--- config.mk ---
export PLATFORM = sky130hd
export DESIGN_NAME = serial_status_flags
export DESIGN_NICKNAME = d
export VERILOG_FILES = /design/src/rtl/ssf_pkg.sv /design/src/rtl/ssf_clear_arm.sv /design/src/rtl/ssf_tx_flags.sv /design/src/rtl/ssf_rx_flags.sv /design/src/rtl/serial_status_flags.sv
export SDC_FILE = /design/constraint.sdc
export NUM_CORES = 1
export LEC_CHECK = 0
export CELL_PAD_IN_SITES_DETAIL_PLACEMENT = 0
export CELL_PAD_IN_SITES_GLOBAL_PLACEMENT = 1
export CORE_UTILIZATION = 28
export DETAILED_ROUTE_END_ITERATION = 7
export HOLD_SLACK_MARGIN = 0.05
export PLACE_DENSITY = 0.92
export SLEW_MARGIN = 20
export SYNTH_ARGS = -nofsm -noshare
export SYNTH_HDL_FRONTEND = slang
export SYNTH_HIERARCHICAL = 1
export SYNTH_SLANG_ARGS = --single-unit
--- constraint.sdc ---
create_clock -name clk -period 3.2 [get_ports clk]
set_clock_uncertainty 0.2 [all_clocks]
set_input_delay 0.48 -clock clk [delete_from_list [all_inputs] [get_ports clk]]
set_output_delay 0.48 -clock clk [all_outputs]
set_load 0.01 [all_outputs]
--- src/rtl/ssf_pkg.sv ---
package ssf_pkg;
  localparam int unsigned STAT_W  = 8;
  localparam int unsigned B_TXE   = 7;
  localparam int unsigned B_RXF   = 6;
  localparam int unsigned B_OVR   = 5;
  localparam int unsigned B_FRM   = 4;
  localparam int unsigned B_PAR   = 3;
  localparam int unsigned B_TXD   = 2;
  localparam int unsigned B_MPR   = 1;
  localparam int unsigned B_MPT   = 0;
  // bits B_TXE down to B_PAR use the read-then-write-zero clear
  localparam int unsigned N_CLR   = B_TXE - B_PAR + 1;
  localparam logic [STAT_W-1:0] STAT_RST = 8'h84;
  typedef logic [STAT_W-1:0] stat_t;
endpackage

--- src/rtl/ssf_clear_arm.sv ---
module ssf_clear_arm #(
  parameter int N = 5
) (
  input  logic         clk,
  input  logic         rst_n,
  input  logic         rd,
  input  logic         wr,
  input  logic [N-1:0] flags,
  input  logic [N-1:0] wbits,
  output logic [N-1:0] clr
);
  logic [N-1:0] arm_q;
  logic [N-1:0] arm_d;
  logic         arm_en;

  assign arm_en = rd | wr;

  genvar i;
  generate
    for (i = 0; i < N; i++) begin : g_bit
      // a write disarms; a read arms every flag seen at 1
      always_comb begin
        if (wr) arm_d[i] = 1'b0;
        else    arm_d[i] = arm_q[i] | flags[i];
      end
      assign clr[i] = wr & arm_q[i] & ~wbits[i];
    end
  endgenerate

  always_ff @(posedge clk or negedge rst_n) begin
    if (!rst_n)      arm_q <= '0;
    else if (arm_en) arm_q <= arm_d;
  end
endmodule

--- src/rtl/ssf_tx_flags.sv ---
module ssf_tx_flags (
  input  logic clk,
  input  logic rst_n,
  input  logic tx_en,
  input  logic tx_load,
  input  logic tx_last_bit,
  input  logic xfer_tx_wr,
  input  logic cpu_clr_txe,
  input  logic cpu_wr,
  input  logic cpu_wbit,
  output logic txe,
  output logic txd,
  output logic mpt
);
  logic txe_q, txe_d, txd_q, txd_d, mpt_q;
  logic txe_set, txd_set, txe_clr;

  always_comb begin
    txe_set = ~tx_en | tx_load;
    txd_set = ~tx_en | (tx_last_bit & txe_q);
    txe_clr = cpu_clr_txe | xfer_tx_wr;
    if (txe_set)      txe_d = 1'b1;
    else if (txe_clr) txe_d = 1'b0;
    else              txe_d = txe_q;
    if (txd_set)      txd_d = 1'b1;
    else if (txe_clr) txd_d = 1'b0;
    else              txd_d = txd_q;
  end

  always_ff @(posedge clk or negedge rst_n) begin
    if (!rst_n) begin
      txe_q <= 1'b1;
      txd_q <= 1'b1;
    end else begin
      txe_q <= txe_d;
      txd_q <= txd_d;
    end
  end

  always_ff @(posedge clk or negedge rst_n) begin
    if (!rst_n)      mpt_q <= 1'b0;
    else if (cpu_wr) mpt_q <= cpu_wbit;
  end

  assign txe = txe_q;
  assign txd = txd_q;
  assign mpt = mpt_q;
endmodule

--- src/rtl/ssf_rx_flags.sv ---
module ssf_rx_flags #(
  parameter int DATA_W = 8
) (
  input  logic              clk,
  input  logic              rst_n,
  input  logic              rx_en,
  input  logic              rx_done,
  input  logic [DATA_W-1:0] rx_data,
  input  logic              rx_parity_bit,
  input  logic              rx_stop_bit,
  input  logic              rx_mp_bit,
  input  logic              parity_en,
  input  logic              parity_odd,
  input  logic              xfer_rx_rd,
  input  logic [3:0]        cpu_clr,   // {rxf, ovr, frm, par}
  output logic              rxf,
  output logic [2:0]        err,       // {ovr, frm, par}
  output logic              mpr,
  output logic              buf_load
);
  localparam int N_ERR = 3;

  logic              accept, frame_bad, par_bad;
  logic              rxf_q, rxf_d, mpr_q;
  logic [N_ERR-1:0]  err_q, err_d, err_set, err_clr;

  always_comb begin
    accept    = rx_done & rx_en;
    frame_bad = ~rx_stop_bit;
    par_bad   = parity_en & ((^{rx_data, rx_parity_bit}) != parity_odd);
    buf_load  = accept & ~rxf_q & ~frame_bad & ~par_bad;
    err_set   = {accept & rxf_q, accept & frame_bad, accept & par_bad};
    err_clr   = cpu_clr[2:0];
    if (buf_load)                    rxf_d = 1'b1;
    else if (cpu_clr[3] | xfer_rx_rd) rxf_d = 1'b0;
    else                             rxf_d = rxf_q;
  end

  genvar k;
  generate
    for (k = 0; k < N_ERR; k++) begin : g_err
      always_comb begin
        if (err_set[k])      err_d[k] = 1'b1;
        else if (err_clr[k]) err_d[k] = 1'b0;
        else                 err_d[k] = err_q[k];
      end
    end
  endgenerate

  always_ff @(posedge clk or negedge rst_n) begin
    if (!rst_n) begin
      rxf_q <= 1'b0;
      err_q <= '0;
    end else begin
      rxf_q <= rxf_d;
      err_q <= err_d;
    end
  end

  always_ff @(posedge clk or negedge rst_n) begin
    if (!rst_n)      mpr_q <= 1'b0;
    else if (accept) mpr_q <= rx_mp_bit;
  end

  assign rxf = rxf_q;
  assign err = err_q;
  assign mpr = mpr_q;
endmodule

--- src/rtl/serial_status_flags.sv ---
module serial_status_flags
  import ssf_pkg::*;
#(
  parameter int DATA_W = 8
) (
  input  logic              clk,
  input  logic              rst_n,
  input  logic              cpu_rd,
  input  logic              cpu_wr,
  input  logic [7:0]        cpu_wdata,
  output logic [7:0]        cpu_rdata,
  input  logic              tx_en,
  input  logic              rx_en,
  input  logic              tx_load,
  input  logic              tx_last_bit,
  input  logic              rx_done,
  input  logic [DATA_W-1:0] rx_data,
  input  logic              rx_parity_bit,
  input  logic              rx_stop_bit,
  input  logic              rx_mp_bit,
  input  logic              parity_en,
  input  logic              parity_odd,
  input  logic              xfer_tx_wr,
  input  logic              xfer_rx_rd,
  output logic              rx_buf_load,
  output logic              tx_mp_bit,
  output logic              irq_txe,
  output logic              irq_rxf,
  output logic              irq_err
);
  logic [1:0]       rst_pipe;
  logic             rst_sync_n;
  stat_t            stat;
  logic [N_CLR-1:0] clr;
  logic             txe, txd, mpt, rxf, mpr;
  logic [2:0]       err;

  // asynchronous assertion, synchronous release
  always_ff @(posedge clk or negedge rst_n) begin
    if (!rst_n) rst_pipe <= 2'b00;
    else        rst_pipe <= {rst_pipe[0], 1'b1};
  end
  assign rst_sync_n = rst_pipe[1];

  ssf_clear_arm #(.N(N_CLR)) u_arm (
    .clk   (clk),
    .rst_n (rst_sync_n),
    .rd    (cpu_rd),
    .wr    (cpu_wr),
    .flags (stat[B_TXE:B_PAR]),
    .wbits (cpu_wdata[B_TXE:B_PAR]),
    .clr   (clr)
  );

  ssf_tx_flags u_tx (
    .clk         (clk),
    .rst_n       (rst_sync_n),
    .tx_en       (tx_en),
    .tx_load     (tx_load),
    .tx_last_bit (tx_last_bit),
    .xfer_tx_wr  (xfer_tx_wr),
    .cpu_clr_txe (clr[B_TXE-B_PAR]),
    .cpu_wr      (cpu_wr),
    .cpu_wbit    (cpu_wdata[B_MPT]),
    .txe         (txe),
    .txd         (txd),
    .mpt         (mpt)
  );

  ssf_rx_flags #(.DATA_W(DATA_W)) u_rx (
    .clk           (clk),
    .rst_n         (rst_sync_n),
    .rx_en         (rx_en),
    .rx_done       (rx_done),
    .rx_data       (rx_data),
    .rx_parity_bit (rx_parity_bit),
    .rx_stop_bit   (rx_stop_bit),
    .rx_mp_bit     (rx_mp_bit),
    .parity_en     (parity_en),
    .parity_odd    (parity_odd),
    .xfer_rx_rd    (xfer_rx_rd),
    .cpu_clr       (clr[B_RXF-B_PAR:0]),
    .rxf           (rxf),
    .err           (err),
    .mpr           (mpr),
    .buf_load      (rx_buf_load)
  );

  always_comb begin
    stat        = '0;
    stat[B_TXE] = txe;
    stat[B_RXF] = rxf;
    stat[B_OVR] = err[2];
    stat[B_FRM] = err[1];
    stat[B_PAR] = err[0];
    stat[B_TXD] = txd;
    stat[B_MPR] = mpr;
    stat[B_MPT] = mpt;
  end

  assign cpu_rdata = stat;
  assign tx_mp_bit = mpt;
  assign irq_txe   = txe;
  assign irq_rxf   = rxf;
  assign irq_err   = |err;
endmodule

======== Word level (Yosys, flattened, before mapping) ========
Index checks and enable logic that the tools add are counted.
word-level totals
  flip-flop bits (word level) ............. 15
  input port bits ......................... 32
  output and inout port bits .............. 13
  logic and storage cells ................. 73
operators by class
  equal/unequal tests ..................... 1
  muxes and demuxes ....................... 16
  bitwise logic cells ..................... 38
  reductions and logical operators ........ 8
operators by type and width
  kind               count
  $and 1x1->1        19
  $mux 1             16
  $reduce_bool 2->1  6
  $or 1x1->1         10
  $not 1->1          9
  $reduce_xor 9->1   1
  $reduce_or 3->1    1
  $ne 1x1->1         1

======== Logic depth before layout (Yosys ltp) ========
  word-level depth ........................ 6
  gate-level depth with buffers ........... 5

======== Modules after synthesis ========
The synthesis kept the hierarchy.
by module, submodules not included
  module               times used  cells an instance  area an instance (um^2)  sequential area each (um^2)
  ssf_rx_flags         1           28                 307.8                    125.1
  ssf_clear_arm        1           25                 219.0                    125.1
  ssf_tx_flags         1           8                  115.1                    77.6
  serial_status_flags  1           9                  97.6                     50.0

======== Least setup slack after synthesis ========
OpenSTA, ideal clock, no wires.
  path type ............................... input to output
  from .................................... input rx_data[3]
  to ...................................... output rx_buf_load
  arrival time ............................ 1435 ps
  required time ........................... 2520 ps
  slack ................................... 1085 ps
  cell stages on the path ................. 4
  buffers on the path ..................... 0
  path through ............................ xor2_1 > xnor3_1 > xnor2_1 > a21oi_1
on the way
  longest elaborated chain between the ends .. 5
ends and longest elaborated chain
  element             line                       RTL
  start: declaration  serial_status_flags.sv:17  input logic [DATA_W-1:0] rx_data,
  $reduce_xor 9->1    ssf_rx_flags.sv:30         par_bad = parity_en & ((^{rx_data, rx_parity_bit}) != parity_odd);
  $ne 1x1->1          ssf_rx_flags.sv:30
  $and 1x1->1         ssf_rx_flags.sv:30
  $not 1->1           ssf_rx_flags.sv:31         buf_load = accept & ~rxf_q & ~frame_bad & ~par_bad;
  $and 1x1->1         ssf_rx_flags.sv:31
  end: declaration    serial_status_flags.sv:25  output logic rx_buf_load,
Every way passes these cells.

======== Final worst setup path ========
  from .................................... input rx_data[6]
  to ...................................... output rx_buf_load
Same word-level chain as after synthesis.

==> results.py <==
metrics = {
    "run_status": {
        "outcome": "finished clean",
    },
    "clocking": {
        "cts.sinks": 15,
        "cts_resized": 0,
        "clockBufferDepth": 2,
        "path_clk_slew_ns": 0.08,
        "clkLatencyLatePin_ns": 0.27,
        "cts_made_buffers": 3,
        "cts-root-buf": "clkbuf_4",
        "post_cts_buffers": 0,
        "h-tree-depth": 1,
        "cts_tree": "done",
    },
    "logic_synthesis": {
        "synth_edf_count": 0,
        "ys_ff_latch": 15,
        "synth.distinct_cells": 27,
        "synth_flop_cell": "dfrtp_1",
        "synth_warnings": 6,
        "synthArstFlopShare_pct": 100,
        "synth.top_cell.area_share_pct": 44.0,
        "yosysSeqAreaShare_pct": 51.1,
        "avgSynthCellArea_sq_um": 10.6,
        "netlist_top_cells_area": "dfrtp_1 44%, dfstp_2 7.1%, xnor2_1 5.9%",
        "yosys.area.top_type": "dfrtp_1",
        "syn_inst": 70,
        "synthesis.area_sq_um": 739,
        "syn_nets": 102,
    },
    "setup_path": {
        "regToRegSetupSlack_ns": 1.93,
        "crit_chain": "clkdlybuf4s50_1 > xnor2_1 > xnor3_1 > xnor2_1 > a21oi_1 > clkdlybuf4s50_1",
        "slowest_delay_ns": 0.55,
        "rr_worst_depth": 4,
        "critPathCaptureType": "output pin",
        "cp.required_ns": 2.52,
        "critPathArrivalTime_ns": 2.42,
        "slowest_stage": "clkdlybuf4s50_1",
        "critical_path_class": "input pin to output pin",
        "worstSetupStartpointType": "input pin",
        "path_max_fanout": 3,
    },
    "floorplanning": {
        "coreArea_sq_um": 2480,
        "num_rows": 18,
        "dieHeight_um": 53.4,
        "ioPinCount": 45,
        "initial_utilization_pct": 29.8,
        "die_area_sq_um": 2850,
        "chipWidth_um": 53.4,
    },
    "timing": {
        "hold_viol_final": 0,
        "period_share_pct": 96.8,
        "fin_crit_ns": 3.10,
        "setup_violations": 0,
        "fmax_mhz": 323,
        "rsz0062_at_grt": "no",
        "finalSetupTns_ns": 0,
        "slew_violations": 0,
    },
    "power_and_ir_drop": {
        "p_int_uw": 392,
        "power_density_nw_per_um2": 453,
        "power.switching_fraction_pct": 27.7,
        "peakVddDrop_mv": 0.336,
        "p_switching_uw": 150,
        "pwr-share-clk_pct": 18.6,
        "p_leak_nw": 0.504,
        "combPwrFrac_pct": 36.0,
        "p_seq_share_pct": 45.5,
    },
    "route": {
        "drt_iter0_drc": 5,
        "drc": 0,
        "wire_per_inst_um": 11.3,
        "vias": 631,
        "final_antenna_net_count": 0,
        "finalWirelength_um": 1600,
        "first_pass_iters": 4,
        "vias_per_cell": 4.44,
    },
    "grt": {
        "grtUsageMet2_pct": 18.8,
        "grt_usage_pct": 11.8,
        "first_global_vias": 553,
        "grt_pass1_wl_um": 2360,
        "grt_util_met3_pct": 4.60,
        "grt_max_degree": 12,
        "grt-ovfl-total": 0,
        "antenna_found_initial": 0,
        "grt-busiest-layer": "met2",
        "gr-usage-met1_pct": 14.2,
    },
    "cells_and_area": {
        "area_growth_pct": 61.6,
        "diodes": 0,
        "design_area_sq_um": 1190,
        "n_fill_cell": 241,
        "seq_area_sq_um": 378,
        "drive_gt1_share_pct": 7.14,
        "multi_input_area_sq_um": 302,
        "num-nets-final": 145,
    },
    "placement": {
        "numPortBuffers": 42,
        "dp_hpwl_um": 1310,
        "post_dp_cell_area_sq_um": 1150,
        "gp_congestion": 0.740,
    },
    "job": {
        "maxCapViolations": 0,
    },
    "min_path": {
        "min_path_type": "input pin to asynchronous set/reset pin",
    },
}
-- layout make-up --
| type | count | share of cell area (%) |
|---|---|---|
| Sequential cell | 15 | 31.6 |
| Multi-Input combinational cell | 46 | 25.2 |
| Timing Repair Buffer | 44 | 36.9 |
| Tap cell | 30 | 3.14 |
| Clock buffer | 4 | 2.20 |
| Inverter | 3 | 0.942 |
-- synthesized netlist by cell type (2+ instances only) --
cell type / number
dfrtp_1: 13
nor2_1: 10
a21oi_1: 6
buf_4: 5
nand2_1: 5
xnor2_1: 5
inv_1: 3
dfstp_2: 2
mux2_2: 2
xor2_1: 2
-- worst max-delay path, delay by kind of cell --
| kind | cells | cell delay (ns) |
|---|---|---|
| AOI/OAI and AO/OA | 1 | 0.16 |
| xor gates and xnor gates | 3 | 0.75 |
| buffers and inverters | 2 | 1.02 |
-- registers in the layout, summed over array words and instances (netlist names) --
signal,cells
u_rx/err,3
rst_pipe,2
u_tx/txe,1
u_rx/mpr,1
u_tx/txd,1
u_arm/arm_q,5
u_rx/rxf,1
u_tx/mpt,1
-- power groups by stage --
| stage | Sequential (mW) | Combinational, mW | Clock, mW |
|---|---|---|---|
| 6_report | 0.246 | 0.195 | 0.101 |
| 5_1_grt | 0.254 | 0.210 | 0.118 |
| 4_1_cts | 0.247 | 0.196 | 0.107 |
| 3_5_place_dp | 0.253 | 0.190 | 0 |
| 3_3_place_gp | 0.252 | 0.186 | 0 |
| 2_1_floorplan | 0.256 | 0.0833 | 0 |
-- final timing paths --
check / from / to
max in group asynchronous: rst_pipe[1]$_DFF_PN0_ / u_arm/arm_q[4]$_DFFE_PN0P_
max reg2reg: u_arm/arm_q[3]$_DFFE_PN0P_ / u_rx/rxf$_DFFE_PN0P_
min: rst_n / rst_pipe[1]$_DFF_PN0_
max: rx_data[6] / rx_buf_load
min reg2reg: rst_pipe[0]$_DFF_PN0_ / rst_pipe[1]$_DFF_PN0_
min in group clk: rst_pipe[0]$_DFF_PN0_ / rst_pipe[1]$_DFF_PN0_
-- per-layer routing --
metal / wire (um) / share of wire (%) / vias to the layer above
li1: - / - / 315
met1: 690 / 43 / 292
met2: 795 / 50 / 22
met3: 99 / 6.2 / 2
met4: 17 / 1.1 / 0
met5: 0 / 0 / -
-- cells in the final DEF, fill, tap and decap left out --
master / n
xor2_1: 2
clkbuf_4: 3
inv_1: 3
conb_1: 1
clkbuf_1: 1
nand2_1: 5
a21oi_1: 6
or3_1: 1
nor2b_1: 1
dfstp_2: 2
and3b_1: 1
nor3b_1: 1
and3_1: 1
o21ai_0: 1
a221o_1: 1
mux2_2: 2
nor2_1: 10
nand4b_1: 1
clkdlybuf4s50_1: 42
or3b_2: 1
dlygate4sd3_1: 2
o31ai_1: 1
dfrtp_1: 13
nand3_1: 1
a41o_1: 1
xnor2_1: 5
o22ai_1: 1
xnor3_1: 1
a211o_1: 1
-- metrics by stage --
| step | utilization, % | hold slack [ns] | total power, mW | instances | setup WS [ns] |
|---|---|---|---|---|---|
| 2_1_floorplan | - | -0.0412 | 0.340 | 70 | 1.09 |
| 3_5_place_dp | 46.4 | 0.0266 | 0.444 | 136 | 0.0900 |
| 4_1_cts | 48.2 | 0.149 | 0.550 | 142 | 0.0801 |
| 5_1_grt | 48.2 | 0.147 | 0.582 | 142 | 0.0260 |
| 6_report | 48.2 | 0.157 | 0.542 | 142 | 0.103 |
| 3_3_place_gp | 46.4 | 0.0206 | 0.438 | 136 | 0.106 |
-- logic make-up (layout without fill, tap and decap cells) --
logic type / count (synthesis) / in the layout / synth area share (%)
other: 1 / 1 / 0.507
xor gates and xnor gates: 8 / 8 / 11.3
and+or+nand+nor: 23 / 23 / 15.4
buffers and inverters: 9 / 51 / 8.12
AOI/OAI and AO/OA: 12 / 12 / 10.5
DFF: 15 / 15 / 51.1
muxes: 2 / 2 / 3.05
-- what timing repair did --
action                                 4_1_cts  5_1_grt
endpoints found under the hold margin       11        0
hold buffers                                 2        0
setup endpoints to repair                    0        1
(Power assumes the default switching activity.)
